==> src/rtl/ild_pkg.sv <==
package ild_pkg;
  typedef enum logic [2:0] {
    ST_PFX, ST_OP2, ST_OP3, ST_MODRM, ST_SIB, ST_DISP, ST_IMM
  } ild_state_e;

  localparam logic [7:0] ESC_BYTE = 8'h0F;
  localparam logic [7:0] ESC3_A   = 8'h38;
  localparam logic [7:0] ESC3_B   = 8'h3A;

  // immediate class -> byte count
  function automatic logic [2:0] imm_size(input logic [1:0] code, input logic osz32);
    case (code)
      2'd0:    return 3'd0;
      2'd1:    return 3'd1;
      2'd2:    return osz32 ? 3'd4 : 3'd2;
      default: return 3'd2;
    endcase
  endfunction
endpackage

==> src/rtl/ild_pfx_class.sv <==
module ild_pfx_class (
  input  logic [7:0] byte_i,
  output logic       is_pfx_o,
  output logic       is_asz_o,
  output logic       is_osz_o
);
  always_comb begin
    is_asz_o = (byte_i == 8'h67);
    is_osz_o = (byte_i == 8'h66);
    case (byte_i)
      8'h26, 8'h2E, 8'h36, 8'h3E, 8'h64, 8'h65,
      8'h66, 8'h67, 8'hF0, 8'hF2, 8'hF3: is_pfx_o = 1'b1;
      default:                           is_pfx_o = 1'b0;
    endcase
  end
endmodule

==> src/rtl/ild_addr_dec.sv <==
module ild_addr_dec (
  input  logic       addr32_i,
  input  logic [1:0] mod_i,      // mod of byte on the bus
  input  logic [2:0] rm_i,       // r/m or SIB base of byte on the bus
  input  logic [1:0] sib_mod_i,  // mod latched from the addressing byte
  output logic       need_sib_o,
  output logic [2:0] mdisp_o,
  output logic [2:0] sdisp_o
);
  always_comb begin
    need_sib_o = 1'b0;
    mdisp_o    = 3'd0;
    if (addr32_i) begin
      need_sib_o = (mod_i != 2'b11) && (rm_i == 3'b100);
      case (mod_i)
        2'b00:   mdisp_o = (rm_i == 3'b101) ? 3'd4 : 3'd0;
        2'b01:   mdisp_o = 3'd1;
        2'b10:   mdisp_o = 3'd4;
        default: mdisp_o = 3'd0;
      endcase
    end else begin
      case (mod_i)
        2'b00:   mdisp_o = (rm_i == 3'b110) ? 3'd2 : 3'd0;
        2'b01:   mdisp_o = 3'd1;
        2'b10:   mdisp_o = 3'd2;
        default: mdisp_o = 3'd0;
      endcase
    end
  end

  // displacement once the SIB byte is known (32-bit only)
  always_comb begin
    case (sib_mod_i)
      2'b00:   sdisp_o = (rm_i == 3'b101) ? 3'd4 : 3'd0;
      2'b01:   sdisp_o = 3'd1;
      2'b10:   sdisp_o = 3'd4;
      default: sdisp_o = 3'd0;
    endcase
  end
endmodule

==> src/rtl/ild_seq.sv <==
module ild_seq
  import ild_pkg::*;
#(
  parameter int MAX_LEN = 15,
  parameter int MAX_PFX = 4,
  localparam int LEN_W  = $clog2(MAX_LEN + 2),
  localparam int PFX_W  = $clog2(MAX_PFX + 2)
) (
  input  logic             clk_i,
  input  logic             rst_ni,
  input  logic             valid_i,
  input  logic [7:0]       byte_i,
  input  logic             addr32_dflt_i,
  input  logic             is_pfx_i,
  input  logic             is_asz_i,
  input  logic             is_osz_i,
  input  logic             need_sib_i,
  input  logic [2:0]       mdisp_i,
  input  logic [2:0]       sdisp_i,
  input  logic             lk_modrm_i,
  input  logic [1:0]       lk_imm_i,
  output logic [1:0]       mod_o,
  output logic [1:0]       map_o,
  output logic             addr32_o,
  output logic             done_o,
  output logic             err_o,
  output logic [LEN_W-1:0] len_o,
  output logic [PFX_W-1:0] pfx_cnt_o,
  output logic [1:0]       op_cnt_o,
  output logic             modrm_o,
  output logic             sib_o,
  output logic [2:0]       disp_cnt_o,
  output logic [2:0]       imm_cnt_o
);
  ild_state_e       st_q, st_d;
  logic [LEN_W-1:0] len_q, len_inc;
  logic [PFX_W-1:0] pfx_q, pfx_nx;
  logic [1:0]       op_q, op_nx, map_q, map_d, mod_q, mod_d;
  logic             mrm_q, sib_q, asz_q, asz_d, osz_q, osz_d;
  logic [2:0]       disp_q, disp_nx, imm_q, imm_nx;
  logic [2:0]       dleft_q, dleft_d, ileft_q, ileft_d, isz_q, isz_d;
  logic             inc_pfx, inc_op, inc_mrm, inc_sib, inc_disp, inc_imm;
  logic             look, tail, last, err, fire, osz32;
  logic [2:0]       tail_disp;

  assign fire     = valid_i;
  assign addr32_o = addr32_dflt_i ^ asz_q;
  assign osz32    = addr32_dflt_i ^ osz_d;
  assign mod_o    = mod_q;
  assign map_o    = map_q;

  always_comb begin
    st_d = st_q; map_d = map_q; mod_d = mod_q; asz_d = asz_q; osz_d = osz_q;
    dleft_d = dleft_q; ileft_d = ileft_q; isz_d = isz_q;
    inc_pfx = 1'b0; inc_op = 1'b0; inc_mrm = 1'b0; inc_sib = 1'b0;
    inc_disp = 1'b0; inc_imm = 1'b0;
    look = 1'b0; tail = 1'b0; tail_disp = 3'd0; last = 1'b0; err = 1'b0;
    case (st_q)
      ST_PFX: begin
        if (is_pfx_i) begin
          inc_pfx = 1'b1;
          asz_d   = asz_q | is_asz_i;
          osz_d   = osz_q | is_osz_i;
          if (pfx_q == PFX_W'(MAX_PFX)) err = 1'b1;
        end else begin
          inc_op = 1'b1;
          if (byte_i == ESC_BYTE) begin
            st_d  = ST_OP2;
            map_d = 2'd1;
          end else look = 1'b1;
        end
      end
      ST_OP2: begin
        inc_op = 1'b1;
        if (byte_i == ESC3_A) begin
          st_d = ST_OP3; map_d = 2'd2;
        end else if (byte_i == ESC3_B) begin
          st_d = ST_OP3; map_d = 2'd3;
        end else look = 1'b1;
      end
      ST_OP3: begin
        inc_op = 1'b1;
        look   = 1'b1;
      end
      ST_MODRM: begin
        inc_mrm = 1'b1;
        mod_d   = byte_i[7:6];
        if (need_sib_i) st_d = ST_SIB;
        else begin
          tail = 1'b1; tail_disp = mdisp_i;
        end
      end
      ST_SIB: begin
        inc_sib = 1'b1;
        tail = 1'b1; tail_disp = sdisp_i;
      end
      ST_DISP: begin
        inc_disp = 1'b1;
        dleft_d  = dleft_q - 3'd1;
        if (dleft_q == 3'd1) tail = 1'b1;
      end
      ST_IMM: begin
        inc_imm = 1'b1;
        ileft_d = ileft_q - 3'd1;
        if (ileft_q == 3'd1) last = 1'b1;
      end
      default: st_d = ST_PFX;
    endcase

    if (look) begin
      isz_d = imm_size(lk_imm_i, osz32);
      if (lk_modrm_i) st_d = ST_MODRM;
      else tail = 1'b1;
    end

    if (tail) begin
      if (tail_disp != 3'd0) begin
        dleft_d = tail_disp; st_d = ST_DISP;
      end else if (isz_d != 3'd0) begin
        ileft_d = isz_d; st_d = ST_IMM;
      end else last = 1'b1;
    end

    if (len_inc > LEN_W'(MAX_LEN)) err = 1'b1;
  end

  assign len_inc = len_q + LEN_W'(1);
  assign pfx_nx  = pfx_q + PFX_W'(inc_pfx);
  assign op_nx   = op_q + 2'(inc_op);
  assign disp_nx = disp_q + 3'(inc_disp);
  assign imm_nx  = imm_q + 3'(inc_imm);

  always_ff @(posedge clk_i or negedge rst_ni) begin
    if (!rst_ni) begin
      st_q <= ST_PFX; len_q <= '0; pfx_q <= '0; op_q <= '0; mrm_q <= 1'b0; sib_q <= 1'b0;
      disp_q <= '0; imm_q <= '0; map_q <= '0; mod_q <= '0; asz_q <= 1'b0; osz_q <= 1'b0;
      dleft_q <= '0; ileft_q <= '0; isz_q <= '0;
      done_o <= 1'b0; err_o <= 1'b0; len_o <= '0; pfx_cnt_o <= '0; op_cnt_o <= '0;
      modrm_o <= 1'b0; sib_o <= 1'b0; disp_cnt_o <= '0; imm_cnt_o <= '0;
    end else begin
      done_o <= fire && (last || err);
      if (fire) begin
        if (last || err) begin
          err_o      <= err;
          len_o      <= len_inc;
          pfx_cnt_o  <= pfx_nx;
          op_cnt_o   <= op_nx;
          modrm_o    <= mrm_q | inc_mrm;
          sib_o      <= sib_q | inc_sib;
          disp_cnt_o <= disp_nx;
          imm_cnt_o  <= imm_nx;
          st_q <= ST_PFX; len_q <= '0; pfx_q <= '0; op_q <= '0; mrm_q <= 1'b0;
          sib_q <= 1'b0; disp_q <= '0; imm_q <= '0; map_q <= '0; mod_q <= '0;
          asz_q <= 1'b0; osz_q <= 1'b0; dleft_q <= '0; ileft_q <= '0; isz_q <= '0;
        end else begin
          st_q <= st_d; len_q <= len_inc; pfx_q <= pfx_nx; op_q <= op_nx;
          mrm_q <= mrm_q | inc_mrm; sib_q <= sib_q | inc_sib;
          disp_q <= disp_nx; imm_q <= imm_nx; map_q <= map_d; mod_q <= mod_d;
          asz_q <= asz_d; osz_q <= osz_d; dleft_q <= dleft_d; ileft_q <= ileft_d;
          isz_q <= isz_d;
        end
      end
    end
  end

  // open prefix count never passes the limit
  p_pfx_cap_r2: assert property (@(posedge clk_i) disable iff (!rst_ni)
    pfx_q <= PFX_W'(MAX_PFX));
  // escape byte leads to second opcode byte
  p_esc_r3: assert property (@(posedge clk_i) disable iff (!rst_ni)
    (st_q == ST_PFX && valid_i && !is_pfx_i && byte_i == ESC_BYTE && len_q < LEN_W'(MAX_LEN))
      |=> st_q == ST_OP2);
  // SIB state is only entered from the addressing byte
  p_sib_entry_r5: assert property (@(posedge clk_i) disable iff (!rst_ni)
    $rose(st_q == ST_SIB) |-> $past(st_q) == ST_MODRM);
  // 16-bit addressing never asks for SIB
  p_no_sib16_r7: assert property (@(posedge clk_i) disable iff (!rst_ni)
    (st_q == ST_MODRM && valid_i && !addr32_o) |-> !need_sib_i);
  // register form goes to neither SIB nor displacement
  p_reg_form_r8: assert property (@(posedge clk_i) disable iff (!rst_ni)
    (st_q == ST_MODRM && valid_i && byte_i[7:6] == 2'b11)
      |=> (st_q != ST_SIB && st_q != ST_DISP));
  // idle cycles hold parse state
  p_idle_hold_r13: assert property (@(posedge clk_i) disable iff (!rst_ni)
    !valid_i |=> ($stable(st_q) && $stable(len_q)));
endmodule

==> src/rtl/ild_top.sv <==
module ild_top
  import ild_pkg::*;
#(
  parameter int MAX_LEN = 15,
  parameter int MAX_PFX = 4,
  localparam int LEN_W  = $clog2(MAX_LEN + 2),
  localparam int PFX_W  = $clog2(MAX_PFX + 2)
) (
  input  logic             clk_i,
  input  logic             rst_ni,
  input  logic             valid_i,
  input  logic [7:0]       byte_i,
  output logic             ready_o,
  input  logic             addr32_dflt_i,
  output logic [1:0]       lk_map_o,
  output logic [7:0]       lk_byte_o,
  input  logic             lk_modrm_i,
  input  logic [1:0]       lk_imm_i,
  output logic             done_o,
  output logic             err_o,
  output logic [LEN_W-1:0] len_o,
  output logic [PFX_W-1:0] pfx_cnt_o,
  output logic [1:0]       op_cnt_o,
  output logic             modrm_o,
  output logic             sib_o,
  output logic [2:0]       disp_cnt_o,
  output logic [2:0]       imm_cnt_o
);
  logic       is_pfx, is_asz, is_osz, need_sib, addr32;
  logic [2:0] mdisp, sdisp;
  logic [1:0] mod_q;

  assign ready_o   = 1'b1;
  assign lk_byte_o = byte_i;

  ild_pfx_class u_pfx (
    .byte_i  (byte_i),
    .is_pfx_o(is_pfx),
    .is_asz_o(is_asz),
    .is_osz_o(is_osz)
  );

  ild_addr_dec u_addr (
    .addr32_i  (addr32),
    .mod_i     (byte_i[7:6]),
    .rm_i      (byte_i[2:0]),
    .sib_mod_i (mod_q),
    .need_sib_o(need_sib),
    .mdisp_o   (mdisp),
    .sdisp_o   (sdisp)
  );

  ild_seq #(.MAX_LEN(MAX_LEN), .MAX_PFX(MAX_PFX)) u_seq (
    .clk_i        (clk_i),
    .rst_ni       (rst_ni),
    .valid_i      (valid_i),
    .byte_i       (byte_i),
    .addr32_dflt_i(addr32_dflt_i),
    .is_pfx_i     (is_pfx),
    .is_asz_i     (is_asz),
    .is_osz_i     (is_osz),
    .need_sib_i   (need_sib),
    .mdisp_i      (mdisp),
    .sdisp_i      (sdisp),
    .lk_modrm_i   (lk_modrm_i),
    .lk_imm_i     (lk_imm_i),
    .mod_o        (mod_q),
    .map_o        (lk_map_o),
    .addr32_o     (addr32),
    .done_o       (done_o),
    .err_o        (err_o),
    .len_o        (len_o),
    .pfx_cnt_o    (pfx_cnt_o),
    .op_cnt_o     (op_cnt_o),
    .modrm_o      (modrm_o),
    .sib_o        (sib_o),
    .disp_cnt_o   (disp_cnt_o),
    .imm_cnt_o    (imm_cnt_o)
  );

  // reported length is the sum of the field counts
  p_len_sum_r11: assert property (@(posedge clk_i) disable iff (!rst_ni)
    done_o |-> len_o == LEN_W'(pfx_cnt_o) + LEN_W'(op_cnt_o) + LEN_W'(modrm_o)
                      + LEN_W'(sib_o) + LEN_W'(disp_cnt_o) + LEN_W'(imm_cnt_o));
  // a clean completion never exceeds the limit
  p_len_cap_r10: assert property (@(posedge clk_i) disable iff (!rst_ni)
    (done_o && !err_o) |-> len_o <= LEN_W'(MAX_LEN));
endmodule

==> config.mk <==
export PLATFORM = sky130hd
export DESIGN_NAME = ild_top
export DESIGN_NICKNAME = d
export VERILOG_FILES = /design/src/rtl/ild_pkg.sv /design/src/rtl/ild_pfx_class.sv /design/src/rtl/ild_addr_dec.sv /design/src/rtl/ild_seq.sv /design/src/rtl/ild_top.sv
export SDC_FILE = /design/constraint.sdc
export NUM_CORES = 1
export LEC_CHECK = 0
export ABC_AREA = 1
export BUFFER_PORTS_ARGS = -buffer_cell sky130_fd_sc_hd__buf_2
export CORE_MARGIN = 2
export CORE_UTILIZATION = 62
export DETAILED_ROUTE_END_ITERATION = 8
export GPL_TIMING_DRIVEN = 0
export PLACE_DENSITY = 0.87
export SETUP_SLACK_MARGIN = 0.3
export SLEW_MARGIN = 20
export SYNTH_ARGS = -nofsm -noshare
export SYNTH_HDL_FRONTEND = slang
export SYNTH_SLANG_ARGS = --single-unit
==> constraint.sdc <==
create_clock -name clk_i -period 4.1 [get_ports clk_i]
set_input_delay 0.205 -clock clk_i [delete_from_list [all_inputs] [get_ports clk_i]]
set_output_delay 0.205 -clock clk_i [all_outputs]
set_load 0.02 [all_outputs]
==> impl_metrics.yaml <==
yosys:
  yosysTopAreaCellShare_pct: 40.8
  synth_cells: 410
  synth_edf_count: 0
  yosys_warnings: 0
  syn-cell-area_um2: 3440
  syn_area_per_cell_um2: 8.39
  synthesis.nets: 438
  synth_seq_cells: 56
  synth_area_leaders: "dfrtp_1, nand2_1, inv_1, o21ai_2, ha_1"
  ys_types: 42
  yosysSeqAreaShare_pct: 40.8
  synthArstFlopShare_pct: 100
  netlist.top_cell.by_area: "dfrtp_1"
  ys_dominant_reg_cell: "dfrtp_1"
global_routing:
  grt_usage_pct: 25.5
  antenna_found_initial: 0
  grt_busiest_layer: "met2"
  overflow: 0
  grt_max_degree: 57
  grt_pass1_vias: 2689
  grt_util_met2_pct: 41.5
  grt_use_met1_pct: 34.8
  grt_pass1_wl_mm: 12.3
  met3_usage_pct: 3.45
die:
  ioPinCount: 46
  rows: 27
  die_y_um: 78.5
  dieArea_um2: 6160
  core_region_area_um2: 5440
  initial_core_util_pct: 63.2
  fp.dieW_um: 78.5
place:
  finalWeightedCongestion: 0.989
  portBuffers: 43
  dp_slack_ps: 1730
  hpwl_mm: 5.52
  postPlaceCellArea_um2: 3750
detailed_routing:
  drt_iter0_drc: 304
  viasPerCell: 5.44
  dr_total_vias: 2903
  final_antenna_net_count: 0
  drc: 0
  postRouteWirelength_mm: 7.36
  wl_per_cell_um: 13.8
  firstDrtPassIters: 5
hold_path:
  worstHoldPathCells: 3
  hold_end: "u_seq.mod_o[1]"
  hold_class: "input pin to flip-flop"
  hold_path_startpoint: "byte_i[7]"
setup_path:
  critPathKind: "flip-flop to flip-flop"
  crit_arrival_ps: 2620
  critPathLaunchType: "flip-flop"
  r2r_start: "u_seq.len_q[0]"
  worstSetupEndpointType: "flip-flop"
  cp_max_fo: 10
  worstPathRequired_ps: 4310
  r2r-end: "u_seq.imm_cnt_o[2]"
  r2r_setup_slack_ps: 1690
  reg2reg_depth: 12
clocking:
  clock_latency_ps: 320
  cts_resized: 0
  cts_made_buffers: 5
  htreeDepth: 2
  root_buffer: "clkbuf_8"
  cts.sink_count: 56
  cts_tree: "yes"
  clockBufferDepth: 2
  clk_pin_slew_worst_paths_ps: 100
sta:
  rsz0062_at_grt: "false"
  fin_crit_ps: 2410
  hold_violations: 0
  clock.fmax_mhz: 414
  worst_pin_slew_ps: 683
  fin_skew_ps: 11.5
  fin_crit_sh_pct: 58.9
  final-max-slew-violation-count: 0
  slew_headroom_pct: 54.4
  setup_tns_ps: 0
  setup_slack_ps: 1690
  finalSetupViolations: 0
finish:
  final_area_um2: 3870
  final_layout_size_suffix_gt1_share_pct: 29.0
  diodes: 0
  final_util_pct: 71.1
  syn_to_final_growth_pct: 12.5
  fin_nets: 489
run:
  maxCapViolCount: 0
power_and_ir_drop:
  power_density_nw_per_um2: 709
  p_leak_nw: 1.98
  vdd_ir_drop_max_v: 0.000399
outcome:
  status: "complete, no violations"
layout make-up:
class / count / area (µm²)
sequential: 56 / 1400
multi-input combinational: 276 / 1650
fill: 415 / 1570
clock buffer: 6 / 72.6
clock inverter: 2 / 38.8
tap: 72 / 90.1
timing repair buffer: 44 / 228
buffer: 19 / 161
inverter: 59 / 221
per-layer routing:
metal	vias to the layer above	share of wire, %
met2	115	49
met5	-	0
met1	1366	43
li1	1402	-
met3	20	6.0
met4	0	2.2
cells in the mapped netlist, drive strengths merged (5+ instances only):
cell type  count
nand2        110
inv           59
dfrtp         56
o21ai         44
nor2          36
nand3         26
buf           16
ha            13
a21oi          8
o22ai          7
xor2           6
xnor2          5
state kept, by name (all words and copies together), names as in the netlist, 3 cells and up:
name              cells
u_seq.pfx_q           3
u_seq.len_q           5
u_seq.ileft_q         3
u_seq.dleft_q         3
u_seq.imm_cnt_o       3
u_seq.pfx_cnt_o       3
u_seq.imm_q           3
u_seq.len_o           5
u_seq.isz_q           3
u_seq.disp_q          3
u_seq.disp_cnt_o      3
u_seq.st_q            3
placed cells by master (no fill, tap or decap), drive strengths merged:
master,netlist,layout
o21a,4,4
dlygate4sd3,0,1
o31ai,1,1
o21ai,44,44
conb,1,1
ha,13,13
xnor2,5,5
o22ai,7,7
buf,16,59
inv,59,60
nor4,1,1
dfrtp,56,56
bufinv,0,1
o2111ai,1,1
clkbuf,3,9
o211ai,2,2
nor3,2,2
a211oi,2,2
nand3,26,26
a21oi,8,8
mux2i,2,2
nand4,2,2
a31oi,1,1
nor2,36,36
a21boi,2,2
nand2,110,110
xor2,6,6
what timing repair did:
item,CTS,global route
hold endpoints to repair,56,0
buffers inserted,0,0
hold buffers,1,0
worst max-delay path by stage:
stage / start / end
2_1_floorplan: u_seq.len_q[0] / u_seq.len_o[3]
3_3_place_gp: u_seq.len_q[0] / u_seq.len_o[3]
3_5_place_dp: u_seq.len_q[0] / u_seq.imm_cnt_o[2]
4_1_cts: u_seq.len_q[0] / u_seq.imm_cnt_o[2]
5_1_grt: u_seq.len_q[0] / u_seq.len_o[0]
6_report: u_seq.len_q[0] / u_seq.imm_cnt_o[2]
cell families after synthesis:
kind of cell               Yosys count  share of synthesized area (%)
and+or+nand+nor                    177                           25.0
buffers and inverters               78                           11.1
AOI/OAI and AO/OA                   72                           14.8
DFF                                 56                           40.8
adders and majority gates           13                           4.73
xor gates and xnor gates            11                           2.80
muxes                                2                          0.582
other                                1                          0.109
per-stage QoR:
step | cells | hold slack (ps) | power [mW]
2_1_floorplan | 410 | -90.6 | 2.01
3_3_place_gp | 525 | 454 | 2.30
3_5_place_dp | 525 | 296 | 2.36
4_1_cts | 534 | 181 | 2.74
5_1_grt | 534 | 185 | 2.95
6_report | 534 | 183 | 2.74
power by group:
| group | internal [mW] | leakage (nW) | switching [mW] |
|---|---|---|---|
| Clock | 0.185 | 0.0558 | 0.185 |
| Combinational | 0.539 | 1.18 | 0.951 |
| Sequential | 0.742 | 0.744 | 0.141 |
critical path, stage by stage (launching register included):
cell	delay, ps
dfrtp_1	490
inv_1	80
ha_1	340
nor3_1	250
nand2_1	90
o21a_1	180
o21ai_0	230
a31oi_4	130
nand2_4	150
nand2_8	80
buf_8	160
nand2_2	60
o21ai_2	50
(Power assumes the default switching activity.)
